**config.mk**
```make
export PLATFORM = sky130hd
export DESIGN_NAME = nand_op_seq
export DESIGN_NICKNAME = d
export VERILOG_FILES = /design/src/rtl/nand_seq_pkg.sv /design/src/rtl/nand_seq_regs.sv /design/src/rtl/nand_seq_strobe.sv /design/src/rtl/nand_seq_rbuf.sv /design/src/rtl/nand_op_seq.sv
export SDC_FILE = /design/constraint.sdc
export NUM_CORES = 1
export LEC_CHECK = 0
export ABC_AREA = 1
export ABC_CLOCK_PERIOD_IN_PS = 2900
export BUFFER_PORTS_ARGS = -buffer_cell sky130_fd_sc_hd__buf_2
export CAP_MARGIN = 20
export CORE_UTILIZATION = 60
export CTS_CLUSTER_SIZE = 25
export DETAILED_ROUTE_END_ITERATION = 10
export GPL_TIMING_DRIVEN = 0
export PLACE_DENSITY = 0.79
export SYNTH_ARGS = -nofsm -noshare
export SYNTH_HDL_FRONTEND = slang
export SYNTH_SLANG_ARGS = --single-unit
```
**constraint.sdc**
```tcl
create_clock -name clk -period 2.9 [get_ports clk]
set_input_delay 0.435 -clock clk [delete_from_list [all_inputs] [get_ports clk]]
set_output_delay 0.435 -clock clk [all_outputs]
set_load 0.01 [all_outputs]
```
**src/rtl/nand_seq_pkg.sv**
```systemverilog
package nand_seq_pkg;

  localparam int NUM_CE = 4;

  localparam logic [3:0] RST_WLOW = 4'd5;
  localparam logic [3:0] RST_RLOW = 4'd7;
  localparam logic [3:0] RST_HIGH = 4'd3;

  typedef enum logic [2:0] {
    REG_CMD     = 3'd0,
    REG_ADDR_LO = 3'd1,
    REG_ADDR_HI = 3'd2,
    REG_COUNT   = 3'd3,
    REG_PWIDTH  = 3'd4,
    REG_OP      = 3'd5
  } reg_sel_e;

  // numeric order is the execution order of the phases
  typedef enum logic [2:0] {
    PH_IDLE   = 3'd0,
    PH_CMD1   = 3'd1,
    PH_ADDR   = 3'd2,
    PH_WDATA  = 3'd3,
    PH_CMD2   = 3'd4,
    PH_TWB    = 3'd5,
    PH_WAITRB = 3'd6,
    PH_RDATA  = 3'd7
  } phase_e;

  // operation word bits 11:1, packed msb first
  typedef struct packed {
    logic [2:0] acyc;
    logic [1:0] cs;
    logic       c1;
    logic       ad;
    logic       wr;
    logic       c2;
    logic       wt;
    logic       rd;
  } op_t;

  function automatic phase_e next_phase(input phase_e cur, input op_t op,
                                        input logic cnt_nz);
    logic [7:0] en;
    phase_e     nxt;
    en            = '0;
    en[PH_CMD1]   = op.c1;
    en[PH_ADDR]   = op.ad && (op.acyc != 3'd0);
    en[PH_WDATA]  = op.wr && cnt_nz;
    en[PH_CMD2]   = op.c2;
    en[PH_TWB]    = op.wt;
    en[PH_RDATA]  = op.rd && cnt_nz;
    nxt = PH_IDLE;
    for (int k = 7; k >= 1; k--) begin
      if ((k > int'(cur)) && en[k]) nxt = phase_e'(k);
    end
    return nxt;
  endfunction

endpackage

```
**src/rtl/nand_seq_regs.sv**
```systemverilog
module nand_seq_regs
  import nand_seq_pkg::*;
#(
  parameter int CNT_W = 12
) (
  input  logic             clk,
  input  logic             rst_n,
  input  logic             we,
  input  logic [2:0]       sel,
  input  logic [31:0]      wdata,
  input  logic             idle,
  output logic [15:0]      cmd_q,
  output logic [63:0]      addr_q,
  output logic [CNT_W-1:0] cnt_q,
  output logic [3:0]       wlow_q,
  output logic [3:0]       rlow_q,
  output logic [3:0]       high_q,
  output logic             op_go,
  output op_t              op_word
);

  logic wr_ok;
  assign wr_ok   = we && idle;
  assign op_go   = wr_ok && (sel == REG_OP);
  assign op_word = op_t'(wdata[11:1]);

  always_ff @(posedge clk or negedge rst_n) begin
    if (!rst_n) begin
      cmd_q  <= '0;
      addr_q <= '0;
      cnt_q  <= '0;
      wlow_q <= RST_WLOW;
      rlow_q <= RST_RLOW;
      high_q <= RST_HIGH;
    end else if (wr_ok) begin
      case (sel)
        REG_CMD:     cmd_q          <= wdata[15:0];
        REG_ADDR_LO: addr_q[31:0]   <= wdata;
        REG_ADDR_HI: addr_q[63:32]  <= wdata;
        REG_COUNT:   cnt_q          <= wdata[CNT_W-1:0];
        REG_PWIDTH: begin
          wlow_q <= wdata[3:0];
          rlow_q <= wdata[7:4];
          high_q <= wdata[11:8];
        end
        default: ;
      endcase
    end
  end

endmodule

```
**src/rtl/nand_seq_strobe.sv**
```systemverilog
module nand_seq_strobe #(
  parameter int W = 4
) (
  input  logic         clk,
  input  logic         rst_n,
  input  logic         start,
  input  logic [W-1:0] low_len,
  input  logic [W-1:0] high_len,
  output logic         low_o,
  output logic         sample_o,
  output logic         done_o
);

  typedef enum logic [1:0] {ST_IDLE, ST_LOW, ST_HIGH} st_e;

  st_e          st_q;
  logic [W-1:0] cnt_q;
  logic [W-1:0] low_ld, high_ld;

  // a programmed zero behaves as one clock
  assign low_ld  = (low_len  == '0) ? '0 : low_len  - W'(1);
  assign high_ld = (high_len == '0) ? '0 : high_len - W'(1);

  always_ff @(posedge clk or negedge rst_n) begin
    if (!rst_n) begin
      st_q  <= ST_IDLE;
      cnt_q <= '0;
    end else begin
      case (st_q)
        ST_IDLE: if (start) begin
          st_q  <= ST_LOW;
          cnt_q <= low_ld;
        end
        ST_LOW: if (cnt_q == '0) begin
          st_q  <= ST_HIGH;
          cnt_q <= high_ld;
        end else begin
          cnt_q <= cnt_q - W'(1);
        end
        ST_HIGH: if (cnt_q == '0) begin
          st_q <= ST_IDLE;
        end else begin
          cnt_q <= cnt_q - W'(1);
        end
        default: st_q <= ST_IDLE;
      endcase
    end
  end

  assign low_o    = (st_q == ST_LOW);
  assign sample_o = (st_q == ST_LOW)  && (cnt_q == '0);
  assign done_o   = (st_q == ST_HIGH) && (cnt_q == '0);

endmodule

```
**src/rtl/nand_seq_rbuf.sv**
```systemverilog
module nand_seq_rbuf #(
  parameter int DEPTH = 16,
  parameter int CNT_W = 12,
  localparam int IW   = $clog2(DEPTH)
) (
  input  logic             clk,
  input  logic             rst_n,
  input  logic             wr_en,
  input  logic [CNT_W-1:0] wr_idx,
  input  logic [7:0]       wr_byte,
  input  logic [IW-1:0]    rd_idx,
  output logic [7:0]       rd_byte
);

  logic [7:0] mem [DEPTH];
  logic       in_range;

  assign in_range = (wr_idx < CNT_W'(DEPTH));

  for (genvar g = 0; g < DEPTH; g++) begin : g_ent
    always_ff @(posedge clk or negedge rst_n) begin
      if (!rst_n) begin
        mem[g] <= '0;
      end else if (wr_en && in_range && (wr_idx[IW-1:0] == IW'(g))) begin
        mem[g] <= wr_byte;
      end
    end
  end

  assign rd_byte = mem[rd_idx];

endmodule

```
**src/rtl/nand_op_seq.sv**
```systemverilog
module nand_op_seq
  import nand_seq_pkg::*;
#(
  parameter int CNT_W     = 12,
  parameter int BUF_DEPTH = 16,
  parameter int TWB_CYC   = 8,
  localparam int BUF_IW   = $clog2(BUF_DEPTH),
  localparam int TWB_W    = $clog2(TWB_CYC + 1)
) (
  input  logic              clk,
  input  logic              rst_n,
  input  logic              cfg_we,
  input  logic [2:0]        cfg_sel,
  input  logic [31:0]       cfg_wdata,
  output logic              ready,
  input  logic              wdat_valid,
  output logic              wdat_ready,
  input  logic [7:0]        wdat_byte,
  input  logic [BUF_IW-1:0] rbuf_idx,
  output logic [7:0]        rbuf_byte,
  output logic [NUM_CE-1:0] nand_ce_n,
  output logic              nand_cle,
  output logic              nand_ale,
  output logic              nand_we_n,
  output logic              nand_re_n,
  output logic [7:0]        nand_io_out,
  output logic              nand_io_oe,
  input  logic [7:0]        nand_io_in,
  input  logic              nand_rb_n
);

  logic [15:0]      cmd_q;
  logic [63:0]      addr_q;
  logic [CNT_W-1:0] cnt_q;
  logic [3:0]       wlow_q, rlow_q, high_q;
  logic             op_go;
  op_t              op_word;

  phase_e           phase_q;
  op_t              op_q;
  logic             byte_act_q;
  logic [CNT_W-1:0] idx_q;
  logic [7:0]       io_q;
  logic [TWB_W-1:0] wt_q;
  logic             rb_seen_q;

  logic             st_low, st_sample, st_done;
  logic             is_bus, start, last, cnt_nz;
  logic [7:0]       nxt_byte;
  logic [CNT_W-1:0] len;
  phase_e           nxt_after;

  assign ready = (phase_q == PH_IDLE);

  nand_seq_regs #(.CNT_W(CNT_W)) i_regs (
    .clk     (clk),
    .rst_n   (rst_n),
    .we      (cfg_we),
    .sel     (cfg_sel),
    .wdata   (cfg_wdata),
    .idle    (ready),
    .cmd_q   (cmd_q),
    .addr_q  (addr_q),
    .cnt_q   (cnt_q),
    .wlow_q  (wlow_q),
    .rlow_q  (rlow_q),
    .high_q  (high_q),
    .op_go   (op_go),
    .op_word (op_word)
  );

  assign cnt_nz = |cnt_q;
  assign is_bus = (phase_q == PH_CMD1) || (phase_q == PH_ADDR) ||
                  (phase_q == PH_WDATA) || (phase_q == PH_CMD2) ||
                  (phase_q == PH_RDATA);
  assign wdat_ready = (phase_q == PH_WDATA) && !byte_act_q;
  assign start = is_bus && !byte_act_q &&
                 ((phase_q != PH_WDATA) || wdat_valid);

  always_comb begin
    case (phase_q)
      PH_CMD1:  nxt_byte = cmd_q[7:0];
      PH_CMD2:  nxt_byte = cmd_q[15:8];
      PH_ADDR:  nxt_byte = addr_q[{idx_q[2:0], 3'b000} +: 8];
      PH_WDATA: nxt_byte = wdat_byte;
      default:  nxt_byte = 8'h00;
    endcase
    case (phase_q)
      PH_ADDR:            len = CNT_W'(op_q.acyc);
      PH_WDATA, PH_RDATA: len = cnt_q;
      default:            len = CNT_W'(1);
    endcase
  end

  assign last      = (idx_q == len - CNT_W'(1));
  assign nxt_after = next_phase(phase_q, op_q, cnt_nz);

  nand_seq_strobe #(.W(4)) i_strobe (
    .clk      (clk),
    .rst_n    (rst_n),
    .start    (start),
    .low_len  ((phase_q == PH_RDATA) ? rlow_q : wlow_q),
    .high_len (high_q),
    .low_o    (st_low),
    .sample_o (st_sample),
    .done_o   (st_done)
  );

  always_ff @(posedge clk or negedge rst_n) begin
    if (!rst_n) begin
      phase_q    <= PH_IDLE;
      op_q       <= '0;
      byte_act_q <= 1'b0;
      idx_q      <= '0;
      io_q       <= '0;
      wt_q       <= '0;
      rb_seen_q  <= 1'b0;
    end else begin
      case (phase_q)
        PH_IDLE: begin
          byte_act_q <= 1'b0;
          idx_q      <= '0;
          wt_q       <= '0;
          rb_seen_q  <= 1'b0;
          if (op_go) begin
            op_q    <= op_word;
            phase_q <= next_phase(PH_IDLE, op_word, cnt_nz);
          end
        end
        PH_TWB: begin
          if (wt_q == TWB_W'(TWB_CYC - 1)) begin
            phase_q   <= PH_WAITRB;
            rb_seen_q <= 1'b0;
          end else begin
            wt_q <= wt_q + TWB_W'(1);
          end
        end
        PH_WAITRB: begin
          if (nand_rb_n) begin
            if (rb_seen_q) phase_q <= nxt_after;
            rb_seen_q <= 1'b1;
          end else begin
            rb_seen_q <= 1'b0;
          end
        end
        default: begin
          if (start) begin
            byte_act_q <= 1'b1;
            io_q       <= nxt_byte;
          end else if (byte_act_q && st_done) begin
            byte_act_q <= 1'b0;
            if (last) begin
              idx_q   <= '0;
              wt_q    <= '0;
              phase_q <= nxt_after;
            end else begin
              idx_q <= idx_q + CNT_W'(1);
            end
          end
        end
      endcase
    end
  end

  nand_seq_rbuf #(.DEPTH(BUF_DEPTH), .CNT_W(CNT_W)) i_rbuf (
    .clk     (clk),
    .rst_n   (rst_n),
    .wr_en   ((phase_q == PH_RDATA) && st_sample),
    .wr_idx  (idx_q),
    .wr_byte (nand_io_in),
    .rd_idx  (rbuf_idx),
    .rd_byte (rbuf_byte)
  );

  assign nand_ce_n   = ready ? '1 : ~(NUM_CE'(1) << op_q.cs);
  assign nand_cle    = (phase_q == PH_CMD1) || (phase_q == PH_CMD2);
  assign nand_ale    = (phase_q == PH_ADDR);
  assign nand_io_oe  = nand_cle || nand_ale || (phase_q == PH_WDATA);
  assign nand_io_out = io_q;
  assign nand_we_n   = !(st_low && (phase_q != PH_RDATA));
  assign nand_re_n   = !(st_low && (phase_q == PH_RDATA));

endmodule

```
==> out/results.md, run 1 <==
• 0 — final count of pins violating max slew
• 277 — synthesis-stage register bit count
• in -> reg — worst min-delay path class
• 61.34% — initial standard-cell utilization of the core
• 1.086 ns — Slew @ Worst Pin
• 12150 — via count
• 1999 — number of cells in the design after placement
• 18.39 um — routed wire length per instance
• 0 — number of warnings printed during yosys synthesis
• 2.755 ns — Final Critical Period
• 0.9558 — routability-driven placement congestion ratio
• 874.2 nW/um^2 — total power density per cell area
• 3 — maximum number of buffers from clock root to sink
• 0.06 ns — clk slew on worst S/H paths
• 0 — Post-synth EDFFs
• sky130_fd_sc_hd__dfrtp_1 — top flip-flop cell by instance count after synthesis
• 49.97% — proportion of synthesized chip area in sequential cells
• 0 — maxcap violations
• 1704 — Mapped Nets
• built — clock tree from TritonCTS
• 0 — antenna violations before repair
• sky130_fd_sc_hd__clkbuf_1 — most repeated library cell on the critical path
• 11770 — vias in the first global route
• 2062 — number of cells in the finished layout apart from fillers
• 69.99% — post-route core utilization
• 4.651% — GRT met3 Usage
• 1 — H-tree depth
• 23760 um^2 — full die area
• 1630 — number of standard cells after synthesis
• 154.1 um — floorplan die height
• 14.09% — layout overhead on the synthesized area
• finished clean — run status
• flop — CP Launch Type
• 7.714 nW — Lkg Pwr
• 13890 um^2 — cell area after synthesis
• sky130_fd_sc_hd__clkbuf_1 — cell at the slowest stage of the critical path
• 3.15 ns — data arrival at the endpoint of the critical path
• 13.90% — layout cells sized above 1
• 0.7214 mV — Max rail drop VDD
• 87 — I/O pin count
• 61150 um — wire length of the first global-routing pass
• 101 — maximum number of pins on one net before global-route repair
• 0.15 ns — flop-to-flop setup slack
• 94.99% — period utilisation layout
• 32.81% — Overall Global Routing Usage
• 0.1188 ns — worst hold slack across all endpoints
• 0 — Ant. Diodes
• 277 — total clock sinks
• sky130_fd_sc_hd__nand2_1 — most common cell after layout, fill and taps aside
• 0 — final-report hold violation count
• 22640 um^2 — placeable core area
• 15850 um^2 — final instance area
• buf_2 -> clkinv_1 -> clkbuf_1 -> ha_1 -> nand4_1 -> clkbuf_1 -> nand2_1 -> o21ai_0 — critical path, cell by cell
• 0.01141 ns — post-route clock skew
• met2 — most heavily used metal layer in global routing
• 11 — worst-path fanout max
• 14720 um^2 — DP Area
• 8.520 um^2 — synthesized area per cell
• 82 — IO Port Bufs
• 0.3630 GHz — Fmax
• 26.92% — max_slew headroom
• 29 — TritonCTS buffer count
• 55 — Site Rows
• 5 — number of detailed-route iterations in the first pass
• 0 — GR Overflow Total
• 42.11% — met1 usage in global routing
• 0 — number of setup violations in the final report
• 5.893 — mean number of vias per cell
• reg -> reg — critical path type
• 0 — Routed Antenna Nets
• 0 ns — Total Neg Setup Slack
• 0.55 ns — clock latency at the later pin of the worst-skew pair
• 56.49% — M2 GR Usage
• sky130_fd_sc_hd__clkbuf_16 — cell at the root of the clock tree
• sky130_fd_sc_hd__nand2_1, sky130_fd_sc_hd__o21ai_0, sky130_fd_sc_hd__dfrtp_1 — commonest non-fill, non-tap cells in the layout
• 100.0% — fraction of registers with async set/reset
• 1063 — initial drt markers
• 37920 um — Routed WL
• 3.29 ns — Required @ worst endpoint
• flop — capturing element type of the critical path
• 1829 — total number of nets in the final design
• 50 — distinct cell type count of the synthesized netlist
• 154.1 um — Die Span X
• no — RSZ-0062 raised after global routing
• 26790 um — detailed-placement wirelength estimate
• 0.43 ns — peak per-stage delay on the critical path
• 0 — DRC errors left
stage by stage:
step	worst slack, ns	total power, mW
2_1_floorplan	0.4320	8.461
3_3_place_gp	-3.615	9.581
3_5_place_dp	-0.2233	9.765
4_1_cts	0.03785	13.80
5_1_grt	0.002240	14.67
6_report	0.1454	13.85
worst paths after layout:
check                                              from                       endpoint  cells after the start
setup / recovery                   idx_q[1]$_DFFE_PN0P_     i_rbuf.mem[94]$_DFFE_PN0P_                      8
hold / removal                            cfg_wdata[23]  i_regs.addr_q[55]$_DFFE_PN0P_                      3
setup reg to reg                   idx_q[1]$_DFFE_PN0P_     i_rbuf.mem[94]$_DFFE_PN0P_                      8
hold reg to reg            i_regs.rlow_q[1]$_DFFE_PN1P_   i_regs.rlow_q[1]$_DFFE_PN1P_                      2
max in group asynchronous                         rst_n         phase_q[2]$_DFFE_PN0P_                      3
min in group asynchronous                         rst_n     i_rbuf.mem[78]$_DFFE_PN0P_                      2
flip-flops by register name (all words and copies together) (netlist names), 3 cells and up:
name            cells
i_regs.high_q       4
i_regs.wlow_q       4
i_regs.cnt_q       12
op_q               10
nand_io_out         8
i_rbuf.mem        128
i_regs.addr_q      64
i_strobe.cnt_q      4
phase_q             3
i_regs.rlow_q       4
idx_q              12
wt_q                4
i_regs.cmd_q       16
final cells by class:
class                      instances  area, um^2
clock inverter                    14       181.4
multi-input combinational       1088        5926
fill                            1832        6795
tap                              285       356.6
inverter                         179       671.9
sequential                       277        6942
clock buffer                      39       833.3
timing repair buffer              94       565.5
buffer                            86       369.1
kinds of logic after synthesis:
group                    share of synthesized area, %
AO/OA/AOI/OAI                                   17.56
buffers and inverters                           7.432
flip-flops                                      49.97
multiplexers                                    4.820
XOR/XNOR                                        1.514
adder cells (fa/ha/maj)                         1.261
AND/OR/NAND/NOR                                 17.44
routing by layer:
metal | up-vias | share of wire (%)
li1 | 5698 | -
met4 | 0 | 3.7
met3 | 104 | 7.6
met2 | 525 | 49
met5 | - | 0
met1 | 5825 | 40
worst max-delay path: cells and delay by family (launching register included):
kind                       cells  cell delay (ns)
AOI/OAI and AO/OA              1             0.07
adders and majority gates      1             0.42
buffers and inverters          4             1.21
and+or+nand+nor                2             0.50
DFF                            1             0.39
synth_stat cells (3+ instances only):
cell | count | share of area, %
sky130_fd_sc_hd__nand2_1 | 344 | 9.3
sky130_fd_sc_hd__o21ai_0 | 273 | 9.8
sky130_fd_sc_hd__dfrtp_1 | 270 | 49
sky130_fd_sc_hd__inv_1 | 167 | 4.5
sky130_fd_sc_hd__a21oi_1 | 103 | 3.7
sky130_fd_sc_hd__clkbuf_1 | 63 | 1.7
sky130_fd_sc_hd__nand3_1 | 63 | 2.3
sky130_fd_sc_hd__nor2_1 | 51 | 1.4
sky130_fd_sc_hd__o211ai_1 | 37 | 2.0
sky130_fd_sc_hd__mux2i_1 | 32 | 2.3
sky130_fd_sc_hd__mux2_2 | 31 | 2.5
sky130_fd_sc_hd__nand4_1 | 24 | 1.1
sky130_fd_sc_hd__xor2_1 | 22 | 1.4
sky130_fd_sc_hd__o21ai_1 | 21 | 0.76
sky130_fd_sc_hd__buf_2 | 15 | 0.54
sky130_fd_sc_hd__ha_1 | 14 | 1.3
sky130_fd_sc_hd__nor3_1 | 12 | 0.43
sky130_fd_sc_hd__inv_2 | 9 | 0.24
sky130_fd_sc_hd__dfstp_2 | 7 | 1.3
sky130_fd_sc_hd__nand3_2 | 6 | 0.43
sky130_fd_sc_hd__buf_1 | 5 | 0.14
sky130_fd_sc_hd__nand2_2 | 5 | 0.23
sky130_fd_sc_hd__o22ai_1 | 5 | 0.23
sky130_fd_sc_hd__nand4_4 | 4 | 0.61
sky130_fd_sc_hd__nor2_4 | 4 | 0.32
sky130_fd_sc_hd__nor4_1 | 4 | 0.18
sky130_fd_sc_hd__o2111ai_1 | 4 | 0.25
sky130_fd_sc_hd__a21o_1 | 3 | 0.16
sky130_fd_sc_hd__clkinv_1 | 3 | 0.081
sky130_fd_sc_hd__nor2_2 | 3 | 0.14
what timing repair did:
item                       CTS  global route
setup endpoints to repair   23            23
hold buffers                 1             0
pin swaps                    3             1
gates resized for setup      2             5
hold endpoints to repair    88             0
setup buffers                3             6
power by group:
part | internal [mW] | leakage (nW) | total [mW] | switching, mW
combinational | 1.64 | 4.28 | 4.59 | 2.95
sequential | 4.86 | 2.94 | 5.34 | 0.479
clock | 2.36 | 0.496 | 3.92 | 1.56
total | 8.86 | 7.71 | 13.9 | 4.99
(Power assumes the default switching activity.)
==> run 2, diff against run 1 <==
Settings changed: CTS_BUF_LIST set to sky130_fd_sc_hd__clkbuf_8, REMOVE_ABC_BUFFERS set to 1.
==> run 2 against run 1 <==
Wire length fell by 8.6%. Cell count fell by 1.3%. Combinational power fell by 4%. Count of clock-buffer cells in the layout rose by 20. Non-clock buffer count fell by 61. Sequential cell count did not move. Sequential power rose by 3%. Critical path depth did not move. Setup slack got worse by 0.033 ns. Clock power fell by 11%. Largest cell class unchanged.
==> out/results.md, run 2 (synthesis results as in run 1) <==
• 22860 um — detailed-placement wirelength estimate
• nor2_1 -> inv_2 -> nor2_4 -> nand2_1 -> nor4_4 -> buf_6 -> buf_6 -> mux2_2 — critical path, cell by cell
• 29.94% — Overall Global Routing Usage
• 11750 — via count
• 0.8157 ns — Slew @ Worst Pin
• 277 — total clock sinks
• built — clock tree from TritonCTS
• 0 — number of setup violations in the final report
• finished clean — run status
• 87 — I/O pin count
• 128 — number of flip-flops under the largest register name
• 0 — Ant. Diodes
• sky130_fd_sc_hd__nand2_1, sky130_fd_sc_hd__o21ai_0, sky130_fd_sc_hd__dfrtp_1 — commonest non-fill, non-tap cells in the layout
• 86 — IO Port Bufs
• 122 — maximum number of pins on one net before global-route repair
• sky130_fd_sc_hd__clkbuf_8 — cell at the root of the clock tree
• 0.57 ns — clock latency at the later pin of the worst-skew pair
• 852.4 nW/um^2 — total power density per cell area
• 0.09388 ns — worst hold slack across all endpoints
• 0.9138 — routability-driven placement congestion ratio
• sky130_fd_sc_hd__nor4_4 — cell at the slowest stage of the critical path
• sky130_fd_sc_hd__nand2_1 — most common cell after layout, fill and taps aside
• 154.1 um — floorplan die height
• 61.34% — initial standard-cell utilization of the core
• yes — RSZ-0062 raised after global routing
• 0 — GR Overflow Total
• 55 — Site Rows
• in -> reg — worst min-delay path class
• 56740 um — wire length of the first global-routing pass
• 0 — final count of pins violating max slew
• 0.06 ns — clk slew on worst S/H paths
• flop — CP Launch Type
• -0.9808 ns — Placement Setup Slack
• simple AND/OR/NAND/NOR gates — kind of cell adding the most delay to the critical path
• 96.11% — period utilisation layout
• 13.29% — layout overhead on the synthesized area
• 0 — maxcap violations
• reg -> reg — critical path type
• 45.62% — max_slew headroom
• 3 — Bufs and invs on worst path
• 23760 um^2 — full die area
• 0 — DRC errors left
• 1788 — total number of nets in the final design
• 14540 um^2 — DP Area
• 17.01 um — routed wire length per instance
• 7.754 nW — Lkg Pwr
• 0.5985 mV — Max rail drop VDD
• 34640 um — Routed WL
• 2.787 ns — Final Critical Period
• 0.67 ns — peak per-stage delay on the critical path
• 0.11 ns — flop-to-flop setup slack
• 11320 — vias in the first global route
• 1782 — Layout fillers
• 48 — TritonCTS buffer count
• 0.1127 ns — final setup margin
• 5.771 — mean number of vias per cell
• flop — capturing element type of the critical path
• 2 — H-tree depth
• 0 — Routed Antenna Nets
• sky130_fd_sc_hd__buf_6 — most repeated library cell on the critical path
• 22640 um^2 — placeable core area
• 5 — number of detailed-route iterations in the first pass
• 1068 — initial drt markers
• 3 — maximum number of buffers from clock root to sink
• 0 — final-report hold violation count
• 3.23 ns — data arrival at the endpoint of the critical path
• 18 — worst-path fanout max
• i_rbuf.mem (128), i_regs.addr_q (64), i_regs.cmd_q (16) — top flop regs
• 3.34 ns — Required @ worst endpoint
• 2 — antenna violations before repair
• 16.16% — layout cells sized above 1
• 0.02626 ns — post-route clock skew
• 154.1 um — Die Span X
• 15730 um^2 — final instance area
• 0.3588 GHz — Fmax
• i_rbuf.mem — register bank with the most flops
-- run 2: final cells by class --
type	instances	area, um^2	share of cell area, %
Timing Repair Buffer	119	795.8	5.058
Sequential cell	277	6950	44.18
Multi-Input combinational cell	1088	5978	38.00
Tap cell	285	356.6	2.266
Clock buffer	59	812.0	5.161
Inverter	179	686.9	4.366
Clock inverter	28	146.4	0.9304
Timing Repair inverter	1	7.507	0.04771
-- run 2: where the power goes --
group	internal (mW)	switching, mW
clock network	1.92	1.58
registers	4.87	0.616
logic	1.63	2.79
total	8.42	4.99
-- run 2: stage by stage --
stage | setup TNS (ns) | cells | utilization (%) | power [mW]
floorplan | -49.27 | 1544 | - | 8.341
global route | -0.003896 | 2036 | 69.49 | 14.28
CTS | 0 | 2021 | 68.81 | 13.26
detailed placement | -48.03 | 1927 | 64.21 | 9.640
finish | 0 | 2036 | 69.49 | 13.41
global placement | -1197.64 | 1915 | 63.23 | 9.466
-- run 2: worst paths after layout --
path / endpoint / cells past startpoint / from
min in group asynchronous: i_rbuf.mem[92]$_DFFE_PN0P_ / 2 / rst_n
max in group asynchronous: i_regs.cmd_q[6]$_DFFE_PN0P_ / 3 / rst_n
min reg2reg: nand_io_out[4]$_DFFE_PN0P_ / 1 / nand_io_out[4]$_DFFE_PN0P_
max: i_regs.addr_q[27]$_DFFE_PN0P_ / 8 / phase_q[1]$_DFFE_PN0P_
max reg2reg: i_regs.addr_q[27]$_DFFE_PN0P_ / 8 / phase_q[1]$_DFFE_PN0P_
min: i_regs.addr_q[53]$_DFFE_PN0P_ / 3 / cfg_wdata[21]
-- run 2: worst reg2reg max path, stage by stage, from the launching register on --
cell and delay, ns:
sky130_fd_sc_hd__dfrtp_2 0.49, sky130_fd_sc_hd__nor2_1 0.14, sky130_fd_sc_hd__inv_2 0.07, sky130_fd_sc_hd__nor2_4 0.20, sky130_fd_sc_hd__nand2_1 0.30, sky130_fd_sc_hd__nor4_4 0.67, sky130_fd_sc_hd__buf_6 0.26, sky130_fd_sc_hd__buf_6 0.19
sky130_fd_sc_hd__mux2_2 0.35
-- run 2: per-layer routing --
layer	vias up	share of wire, %	global-route usage (%)
met5	-	0.032	0
met4	2	2.9	11.71
met3	80	7.2	5.496
met2	458	47	48.74
met1	5592	43	39.92
li1	5618	-	-
-- run 2: repair_timing --
action,CTS,global route
cloned,1,0
endpoints found under the hold margin,68,0
resized for setup,9,13
hold buffers,1,0
pin swaps,2,4
buffers inserted,5,14
endpoints found under the setup margin,123,63
